`src/rtl/maf_pkg.sv`:
```
`timescale 1ns/1ps
// Shared constants and the CRC step for the address filter.
// Assumes a 32-bit reflected CRC fed least-significant bit first.
package maf_pkg;
    localparam int          CRC_W    = 32;
    localparam logic [31:0] CRC_POLY = 32'hEDB88320;
    localparam logic [31:0] CRC_INIT = 32'hFFFFFFFF;

    // Advance the CRC register over one byte, bit 0 first.
    function automatic logic [CRC_W-1:0] crc_byte(input logic [CRC_W-1:0] c,
                                                  input logic [7:0]       d);
        logic [CRC_W-1:0] r;
        r = c;
        for (int i = 0; i < 8; i++) begin
            if (r[0] ^ d[i]) r = (r >> 1) ^ CRC_POLY;
            else             r = r >> 1;
        end
        return r;
    endfunction
endpackage

```
`src/rtl/maf_addr_capture.sv`:
```
`timescale 1ns/1ps
// Collects the destination address bytes of a frame and runs the CRC
// over them as they arrive. On the cycle the last address byte is
// present, it presents the complete address and hash index.
// Assumes ADDR_BYTES >= 2 and that sof is only honoured with byte_valid.
module maf_addr_capture #(
    parameter  int ADDR_BYTES = 6,
    parameter  int IDX_W      = 6,
    localparam int ADDR_W     = 8 * ADDR_BYTES,
    localparam int CNT_W      = $clog2(ADDR_BYTES + 1)
) (
    input  logic              clk,
    input  logic              rst_n,
    input  logic              byte_valid,
    input  logic              sof,
    input  logic [7:0]        byte_data,
    output logic              last_byte,
    output logic [ADDR_W-1:0] addr_full,
    output logic [IDX_W-1:0]  hash_idx
);
    import maf_pkg::*;

    logic [CNT_W-1:0]  cnt_q;
    logic [CRC_W-1:0]  crc_q;
    logic [CRC_W-1:0]  crc_next;
    logic [ADDR_W-9:0] addr_q;
    logic              take;

    // Byte acceptance, last-byte detect and the combined address/hash view.
    always_comb begin
        take      = byte_valid && (sof || (cnt_q < CNT_W'(ADDR_BYTES)));
        crc_next  = crc_byte(sof ? CRC_INIT : crc_q, byte_data);
        last_byte = byte_valid && !sof && (cnt_q == CNT_W'(ADDR_BYTES - 1));
        addr_full = {byte_data, addr_q};
        hash_idx  = crc_next[CRC_W-1 -: IDX_W];
    end

    // Byte counter and running CRC; the count rests at ADDR_BYTES when idle.
    always_ff @(posedge clk) begin
        if (!rst_n) begin
            cnt_q <= CNT_W'(ADDR_BYTES);
            crc_q <= CRC_INIT;
        end else if (take) begin
            cnt_q <= sof ? CNT_W'(1) : cnt_q + CNT_W'(1);
            crc_q <= crc_next;
        end
    end

    // One storage byte per address position except the last.
    for (genvar b = 0; b < ADDR_BYTES - 1; b++) begin : g_byte
        always_ff @(posedge clk) begin
            if (!rst_n)
                addr_q[8*b +: 8] <= '0;
            else if (take && ((sof && b == 0) || (!sof && cnt_q == CNT_W'(b))))
                addr_q[8*b +: 8] <= byte_data;
        end
    end

    a_r3_count_bounded: assert property (@(posedge clk) disable iff (!rst_n)
        cnt_q <= CNT_W'(ADDR_BYTES));
    a_r3_idle_holds: assert property (@(posedge clk) disable iff (!rst_n)
        (cnt_q == CNT_W'(ADDR_BYTES) && !(byte_valid && sof)) |=> cnt_q == CNT_W'(ADDR_BYTES));
    a_r3_sof_restarts: assert property (@(posedge clk) disable iff (!rst_n)
        (byte_valid && sof) |=> cnt_q == CNT_W'(1));
endmodule

```
`src/rtl/maf_hash_table.sv`:
```
`timescale 1ns/1ps
// Logical address filter: NUM_WORDS words of WORD_W bits, written one
// word at a time, read as a single bit picked by word and bit number.
// Assumes NUM_WORDS >= 2 and the table is not written mid-address.
module maf_hash_table #(
    parameter  int NUM_WORDS = 4,
    parameter  int WORD_W    = 16,
    localparam int SEL_W     = $clog2(NUM_WORDS),
    localparam int BIT_W     = $clog2(WORD_W)
) (
    input  logic              clk,
    input  logic              rst_n,
    input  logic              wr_en,
    input  logic [SEL_W-1:0]  wr_sel,
    input  logic [WORD_W-1:0] wr_data,
    input  logic [SEL_W-1:0]  rd_word,
    input  logic [BIT_W-1:0]  rd_bit,
    output logic              hit
);
    logic [WORD_W-1:0] words [NUM_WORDS];

    for (genvar w = 0; w < NUM_WORDS; w++) begin : g_word
        // Holds one filter word; cleared by reset, replaced on its write.
        always_ff @(posedge clk) begin
            if (!rst_n)
                words[w] <= '0;
            else if (wr_en && wr_sel == SEL_W'(w))
                words[w] <= wr_data;
        end

        a_r7_word_written: assert property (@(posedge clk) disable iff (!rst_n)
            (wr_en && wr_sel == SEL_W'(w)) |=> words[w] == $past(wr_data));
        a_r7_word_kept: assert property (@(posedge clk) disable iff (!rst_n)
            !(wr_en && wr_sel == SEL_W'(w)) |=> $stable(words[w]));
    end

    // Selected bit of the selected word.
    always_comb hit = words[rd_word][rd_bit];
endmodule

```
`src/rtl/mcast_addr_filter.sv`:
```
`timescale 1ns/1ps
// Destination address filter for received frames. Captures the address
// bytes, then one cycle after the last one strobes a verdict: accept on
// promiscuous mode, broadcast, station match (unicast) or a set hash bit
// (multicast). Assumes the filter table is stable while a frame's
// address is being received.
module mcast_addr_filter #(
    parameter  int ADDR_BYTES = 6,
    parameter  int NUM_WORDS  = 4,
    parameter  int WORD_W     = 16,
    localparam int ADDR_W     = 8 * ADDR_BYTES,
    localparam int SEL_W      = $clog2(NUM_WORDS),
    localparam int BIT_W      = $clog2(WORD_W),
    localparam int IDX_W      = SEL_W + BIT_W
) (
    input  logic              clk,
    input  logic              rst_n,
    input  logic              promisc,
    input  logic [ADDR_W-1:0] station_addr,
    input  logic              flt_wr_en,
    input  logic [SEL_W-1:0]  flt_wr_sel,
    input  logic [WORD_W-1:0] flt_wr_data,
    input  logic              byte_valid,
    input  logic              sof,
    input  logic [7:0]        byte_data,
    output logic              verdict_valid,
    output logic              verdict_accept
);
    logic              last_byte;
    logic [ADDR_W-1:0] addr_full;
    logic [IDX_W-1:0]  hash_idx;
    logic              mc_hit;
    logic              is_mcast;
    logic              is_bcast;
    logic              accept_d;

    maf_addr_capture #(.ADDR_BYTES(ADDR_BYTES), .IDX_W(IDX_W)) u_cap (
        .clk        (clk),
        .rst_n      (rst_n),
        .byte_valid (byte_valid),
        .sof        (sof),
        .byte_data  (byte_data),
        .last_byte  (last_byte),
        .addr_full  (addr_full),
        .hash_idx   (hash_idx)
    );

    maf_hash_table #(.NUM_WORDS(NUM_WORDS), .WORD_W(WORD_W)) u_tbl (
        .clk     (clk),
        .rst_n   (rst_n),
        .wr_en   (flt_wr_en),
        .wr_sel  (flt_wr_sel),
        .wr_data (flt_wr_data),
        .rd_word (hash_idx[IDX_W-1 -: SEL_W]),
        .rd_bit  (hash_idx[BIT_W-1:0]),
        .hit     (mc_hit)
    );

    // Classify the address and combine the acceptance paths.
    always_comb begin
        is_mcast = addr_full[0];
        is_bcast = &addr_full;
        accept_d = promisc || is_bcast || (is_mcast ? mc_hit : (addr_full == station_addr));
    end

    // Register the verdict strobe and result one cycle after the last byte.
    always_ff @(posedge clk) begin
        if (!rst_n) begin
            verdict_valid  <= 1'b0;
            verdict_accept <= 1'b0;
        end else begin
            verdict_valid <= last_byte;
            if (last_byte) verdict_accept <= accept_d;
        end
    end

    a_r2_verdict_follows_last: assert property (@(posedge clk) disable iff (!rst_n)
        last_byte |=> verdict_valid);
    a_r2_single_pulse: assert property (@(posedge clk) disable iff (!rst_n)
        verdict_valid |=> !verdict_valid);
    a_r10_promisc_accepts: assert property (@(posedge clk) disable iff (!rst_n)
        (last_byte && promisc) |=> verdict_accept);
    a_r9_broadcast_accepts: assert property (@(posedge clk) disable iff (!rst_n)
        (last_byte && is_bcast) |=> verdict_accept);
    a_r4_unicast_mismatch: assert property (@(posedge clk) disable iff (!rst_n)
        (last_byte && !promisc && !is_mcast && addr_full != station_addr) |=> !verdict_accept);
endmodule

```
`config.mk`:
```
export PLATFORM = sky130hd
export DESIGN_NAME = mcast_addr_filter
export DESIGN_NICKNAME = d
export VERILOG_FILES = /design/src/rtl/maf_pkg.sv /design/src/rtl/maf_addr_capture.sv /design/src/rtl/maf_hash_table.sv /design/src/rtl/mcast_addr_filter.sv
export SDC_FILE = /design/constraint.sdc
export NUM_CORES = 1
export LEC_CHECK = 0
export BUFFER_PORTS_ARGS = -buffer_cell sky130_fd_sc_hd__buf_2
export CORE_MARGIN = 2
export CORE_UTILIZATION = 40
export CTS_CLUSTER_SIZE = 16
export DETAILED_ROUTE_END_ITERATION = 10
export GPL_ROUTABILITY_DRIVEN = 0
export GPL_TIMING_DRIVEN = 0
export HOLD_SLACK_MARGIN = 0.1
export PLACE_DENSITY = 0.66
export SLEW_MARGIN = 15
export SYNTH_ARGS = -nofsm -noshare
export SYNTH_HDL_FRONTEND = slang
export SYNTH_HIERARCHICAL = 1
export SYNTH_SLANG_ARGS = --single-unit
```
`constraint.sdc`:
```
create_clock -name clk -period 3.36 [get_ports clk]
set_input_delay 0.84 -clock clk [delete_from_list [all_inputs] [get_ports clk]]
set_output_delay 0.84 -clock clk [all_outputs]
set_load 0.1 [all_outputs]
```
==> impl_metrics.toml, run 1 <==
[detailed_routing]
wl_mm = 18.9
dr.pass1.iters = 5
routed_via_density = 5.04
post_drt_wl_per_cell_um = 17.0
ant_nets = 0
drt_iter0_drc = 384
drc = 0
vias = 5626

[setup_path]
worstReg2RegEnd = "verdict_accept"
crit_type = "input pin to flip-flop"
path_max_fanout = 10
cp-start-kind = "input pin"
arrival_ns = 3.55
r2r_start = "u_cap/crc_q[0]"
r2r_cells = 15
r2r_slack_ns = 0.23
required_ns = 3.70
cp-end-kind = "flip-flop"

[placed_design]
port_buffers = 73
dp_hpwl_mm = 13.7

[sta]
rsz0062_at_grt = "no"
hold_violations = 0
max_freq_mhz = 312
drv_slew = 0
period_minus_slack_ns = 3.21
setup_viol = 0
relSlewSlack_pct = 47.3
tightest_slew_ns = 0.784
tns_ns = 0
min_period_over_period_pct = 95.5
fin_skew_ns = 0.00858

[clocking]
postCtsHoldBufs = 0
cts_inserted_buffers = 17
cts_tree = "done"
clk_pin_slew_worst_paths_ns = 0.06
cts.path.max_buffers = 2
cts_sinks = 141
cts_root_buf = "clkbuf_16"
cts.htree.levels = 4
insertion_delay_ns = 0.42

[yosys]
syn-instance-count = 746
synth.most_common_cell = "xnor2_1"
syn-num-nets = 831
ys_async_sr_fraction_pct = 0
synth_area_leaders = "edfxtp_1 (25%), dfxtp_1 (20%), xnor2_1 (9.3%), and2_1 (5.4%), mux2i_1 (3.8%)"
yosysWarnings = 6
synth_seq_cells = 141
ys_seq_area_share_pct = 45.0
ys_types = 59
yosysTopAreaCell = "edfxtp_1"
yosysTopAreaCellShare_pct = 24.9
syn_area_per_cell_sq_um = 10.3
synthTopCellsByCount = "xnor2_1 (82), dfxtp_1 (77), nand2_1 (77)"
ys.flop_type = "dfxtp_1"
syn_area_sq_um = 7700
synth-edff-count = 64

[global_route]
grt_pass1_vias = 5605
grt_pass1_wl_mm = 29.9
grt_max_degree = 17
antenna_found_initial = 0
grt-ovfl-total = 0
grt.total_usage_pct = 19.4

[power_and_ir_drop]
ir_drop_v = 0.000471
sw_frac_of_total_pct = 31.4
pwr-share-comb_pct = 31.4
power_switching_uw = 1740
pwr-share-clk_pct = 32.5
total_leakage_power_uw = 0.00360
pwr-share-seq_pct = 36.1
power.internal_uw = 3800
powerDensity_nw_per_um2 = 604
power_uw = 5540

[worst_hold_path]
hp-class = "flip-flop to flip-flop"
hold_end = "u_cap/crc_q[29]"
min_path_cells = 2
holdCritStartpoint = "u_cap/crc_q[29]"

[floorplanning]
io_pins = 82
core_sq_um = 18800
dieArea_sq_um = 20400
rows = 50
die_w_um = 143
die_y_um = 143
start_util_pct = 40.9

[outcome]
status = "complete, no violations"

[finish]
layout-drive-gt1-share_pct = 21.5
n_antenna_cell = 0
layout.nets = 928
area_delta_synth_final_pct = 19.0

[run]
max_cap_viol_count = 0
layout by cell type (no fill, tap or decap), types with 6 or more instances in the layout:
| cell | synthesis | layout |
|---|---|---|
| mux2i_1 | 29 | 29 |
| xor2_1 | 29 | 28 |
| mux4_2 | 11 | 12 |
| buf_2 | 5 | 75 |
| inv_1 | 19 | 19 |
| dfxtp_1 | 77 | 77 |
| a21oi_1 | 16 | 16 |
| nor4_1 | 11 | 11 |
| nand3_1 | 12 | 12 |
| buf_4 | 20 | 24 |
| nand4_1 | 20 | 20 |
| nor2_1 | 72 | 70 |
| clkbuf_16 | 0 | 17 |
| xnor3_1 | 7 | 6 |
| xnor2_4 | 2 | 6 |
| nand2_1 | 77 | 77 |
| clkbuf_1 | 28 | 24 |
| o211ai_1 | 28 | 28 |
| edfxtp_1 | 64 | 64 |
| and2_1 | 67 | 67 |
| xnor2_1 | 82 | 78 |
per-stage QoR:
| stage | cell area (sq um) | instances | utilization, % | hold slack (ns) | setup WS (ns) |
|---|---|---|---|---|---|
| global placement | 8420 | 1079 | 44.7 | 0.455 | -0.738 |
| floorplan | 7730 | 746 | - | 0.441 | 0.0144 |
| global route | 9170 | 1116 | 48.7 | 0.484 | 0.00792 |
| CTS | 9140 | 1117 | 48.5 | 0.474 | 0.0373 |
| detailed placement | 8490 | 1083 | 45.1 | 0.459 | -0.737 |
| finish | 9170 | 1116 | 48.7 | 0.470 | 0.152 |
sequential cells by signal, indices dropped and copies added, names as in the netlist:
name	cells
u_cap/addr_full	40
u_cap/crc_q	32
u_cap/cnt_q	3
verdict_accept	1
verdict_valid	1
u_tbl/words	64
power groups by stage:
stage                     clock network, uW  logic (uW)  registers, uW
after floorplan                           0        1280           2020
after global routing                   1900        1890           2010
after CTS                              1840        1720           2000
final                                  1800        1740           2000
after global placement                    0        1630           2040
after detailed placement                  0        1660           2040
what timing repair did:
| action | 4_1_cts | 5_1_grt |
|---|---|---|
| resized for setup | 9 | 13 |
| buffers inserted | 3 | 1 |
| setup endpoints to repair | 1 | 1 |
| pin swaps | 3 | 5 |
metal layers:
metal / global-route usage [%] / vias to the layer above / part of all wire, %
met5: 0 / - / 0
met4: 5.84 / 0 / 0.92
met3: 3.99 / 12 / 5.8
met2: 32.3 / 154 / 49
met1: 25.6 / 2710 / 44
li1: - / 2750 / -
worst max-delay path by stage:
stage / start / endpoint / slack [ns] / cells after the start
floorplan: byte_data[0] / verdict_accept / 0.01 / 15
global placement: byte_data[3] / verdict_accept / -0.74 / 15
detailed placement: byte_data[3] / verdict_accept / -0.74 / 15
CTS: byte_data[3] / verdict_accept / 0.04 / 15
global route: sof / verdict_accept / 0.008 / 12
finish: byte_data[7] / verdict_accept / 0.15 / 15
cells by family after synthesis:
family,share of synthesized area (%)
and+or+nand+nor,17.8
buffers and inverters,5.12
DFF,45.0
xor gates and xnor gates,16.8
adders and majority gates,0.812
muxes,7.47
AOI/OAI and AO/OA,7.10
critical path, cell delays in order:
cell and delay [ns]:
buf_4 0.18, xor2_4 0.21, xnor2_4 0.31, xnor2_4 0.19, inv_1 0.06, buf_4 0.15, buf_12 0.15, mux4_2 0.32
inv_1 0.05, a221oi_2 0.29, a211oi_2 0.09, a211oi_2 0.30, nand2_1 0.09, a41o_1 0.24, o31ai_2 0.06
final cells by class:
| class | instances | area [sq um] |
|---|---|---|
| multi-input combinational | 526 | 3960 |
| clock buffer | 17 | 425 |
| buffer | 54 | 317 |
| fill | 1755 | 9660 |
| tap | 260 | 325 |
| clock inverter | 15 | 139 |
| inverter | 22 | 83.8 |
| timing repair buffer | 81 | 455 |
| sequential | 141 | 3460 |
Power figures use the tool's default switching activity.
==> inputs of run 2 (changes only) <==
clock period = 2.9 ns   (was 3.36 ns; I/O delays follow)
==> impl_metrics.toml, run 2 (synthesized netlist as in run 1, its figures left out) <==
[global_route]
grt_max_degree = 17
grt.total_usage_pct = 19.7
grt_pass1_wl_mm = 30.4
grt_pass1_vias = 5582
grt-ovfl-total = 0
antenna_found_initial = 0

[detailed_routing]
vias = 5818
ant_nets = 0
post_drt_wl_per_cell_um = 17.5
drc = 0
dr.pass1.iters = 5
routed_via_density = 5.11
drt_iter0_drc = 458
wl_mm = 19.9

[setup_path]
crit_type = "input pin to flip-flop"
cp-start-kind = "input pin"
crit_family = "compound AO/OA/AOI/OAI gates"
path_max_fanout = 8
required_ns = 3.21
slowest_delay_ns = 0.55
crit_chain = "buf_8 > xor2_4 > xnor2_4 > xnor2_4 > inv_2 > mux4_2 > o2111ai_1 > nand3_1 > a211oi_2 > a211oi_2 > nand2_1 > a41o_1 > o31ai_2"
arrival_ns = 3.19
worst-path-buf-inv = 2
cp_slowest_cell = "mux4_2"
cp-end-kind = "flip-flop"

[power_and_ir_drop]
pwr-share-seq_pct = 33.1
power.internal_uw = 4920
sw_frac_of_total_pct = 29.9
pwr-share-clk_pct = 34.2
power_uw = 7020
total_leakage_power_uw = 0.00383
ir_drop_v = 0.000503
pwr-share-comb_pct = 32.7
power_switching_uw = 2100
powerDensity_nw_per_um2 = 726

[clocking]
cts_inserted_buffers = 17
clk_pin_slew_worst_paths_ns = 0.06
insertion_delay_ns = 0.42
cts_root_buf = "clkbuf_16"
cts_sinks = 141
cts.htree.levels = 4
postCtsHoldBufs = 0
cts_tree = "done"
cts.path.max_buffers = 2

[finish]
layout_common_cells = "nand2_1 (76), buf_2 (74), xnor2_1 (72)"
n_antenna_cell = 0
largest_reg_flops = 64
regMostFlops = "u_tbl/words"
layout-drive-gt1-share_pct = 26.2
final_common_cell = "nand2_1"
fill_cells = 1700
layout.nets = 951
area_delta_synth_final_pct = 25.5

[sta]
hold_violations = 0
hold_ws_ns = 0.467
relSlewSlack_pct = 49.8
max_freq_mhz = 347
period_minus_slack_ns = 2.88
rsz0062_at_grt = "yes"
fin_skew_ns = 0.00772
drv_slew = 0
tightest_slew_ns = 0.747
setup_viol = 0
min_period_over_period_pct = 99.4

[run]
max_cap_viol_count = 0

[floorplanning]
rows = 50
dieArea_sq_um = 20400
die_w_um = 143
start_util_pct = 40.9
die_y_um = 143
io_pins = 82
core_sq_um = 18800

[worst_hold_path]
hp-class = "flip-flop to flip-flop"

[placed_design]
dp_hpwl_mm = 13.7
port_buffers = 73

[outcome]
status = "complete, no violations"
-- run 2: layer usage --
layer | GRT usage (%) | share of wire, %
met5 | 0 | 0
met4 | 5.16 | 0.88
met3 | 4.73 | 6.2
met1 | 26.1 | 44
met2 | 32.4 | 49
-- run 2: worst register-to-register path, stage by stage, from the launching register on --
cell,delay [ns]
dfxtp_4,0.36
xnor2_2,0.21
nor2_4,0.08
xnor2_4,0.26
xnor2_4,0.13
inv_2,0.13
mux4_2,0.55
o2111ai_1,0.21
nand3_1,0.12
a211oi_2,0.24
a211oi_2,0.14
nand2_1,0.08
a41o_1,0.18
o31ai_2,0.06
-- run 2: layout make-up --
class	instances	area, sq um	area share, %
clock inverter	14	214	2.21
inverter	22	83.8	0.867
timing repair buffer	105	642	6.64
sequential	141	3480	36.0
multi-input combinational	526	4120	42.6
clock buffer	18	429	4.44
tap	260	325	3.37
buffer	53	373	3.86
-- run 2: worst paths after layout --
| path | start | endpoint | slack, ns | cells past startpoint |
|---|---|---|---|---|
| max | byte_data[7] | verdict_accept | 0.02 | 13 |
| min | u_cap/crc_q[29] | u_cap/crc_q[29] | 0.47 | 2 |
| min reg2reg | u_cap/crc_q[29] | u_cap/crc_q[29] | 0.47 | 2 |
| max reg2reg | u_cap/crc_q[0] | verdict_accept | 0.03 | 13 |
-- run 2: power by group through the flow --
stage / clock network (uW) / logic [uW] / registers [uW]
after floorplan: 0 / 1510 / 2340
after global placement: 0 / 1900 / 2360
after detailed placement: 0 / 1930 / 2360
after CTS: 2440 / 2110 / 2320
after global routing: 2510 / 2450 / 2340
final: 2400 / 2290 / 2320
-- run 2: repair_timing --
item	in CTS	in global routing
pin swaps	13	29
endpoints found under the hold margin	0	0
endpoints found under the setup margin	1	1
cloned	0	1
gates resized for setup	26	44
setup buffers	12	16
-- run 2: metrics by stage --
stage / setup WS (ns) / TNS, ns / instance area, sq um / util, % / std cells
floorplan: -0.188 / -0.188 / 7760 / - / 746
global placement: -0.826 / -36.69 / 8460 / 44.9 / 1079
detailed placement: -0.833 / -0.833 / 8520 / 45.3 / 1083
CTS: -0.0601 / -0.0601 / 9400 / 49.9 / 1126
global route: -0.0935 / -0.0935 / 9660 / 51.3 / 1139
finish: 0.0184 / 0 / 9660 / 51.3 / 1139
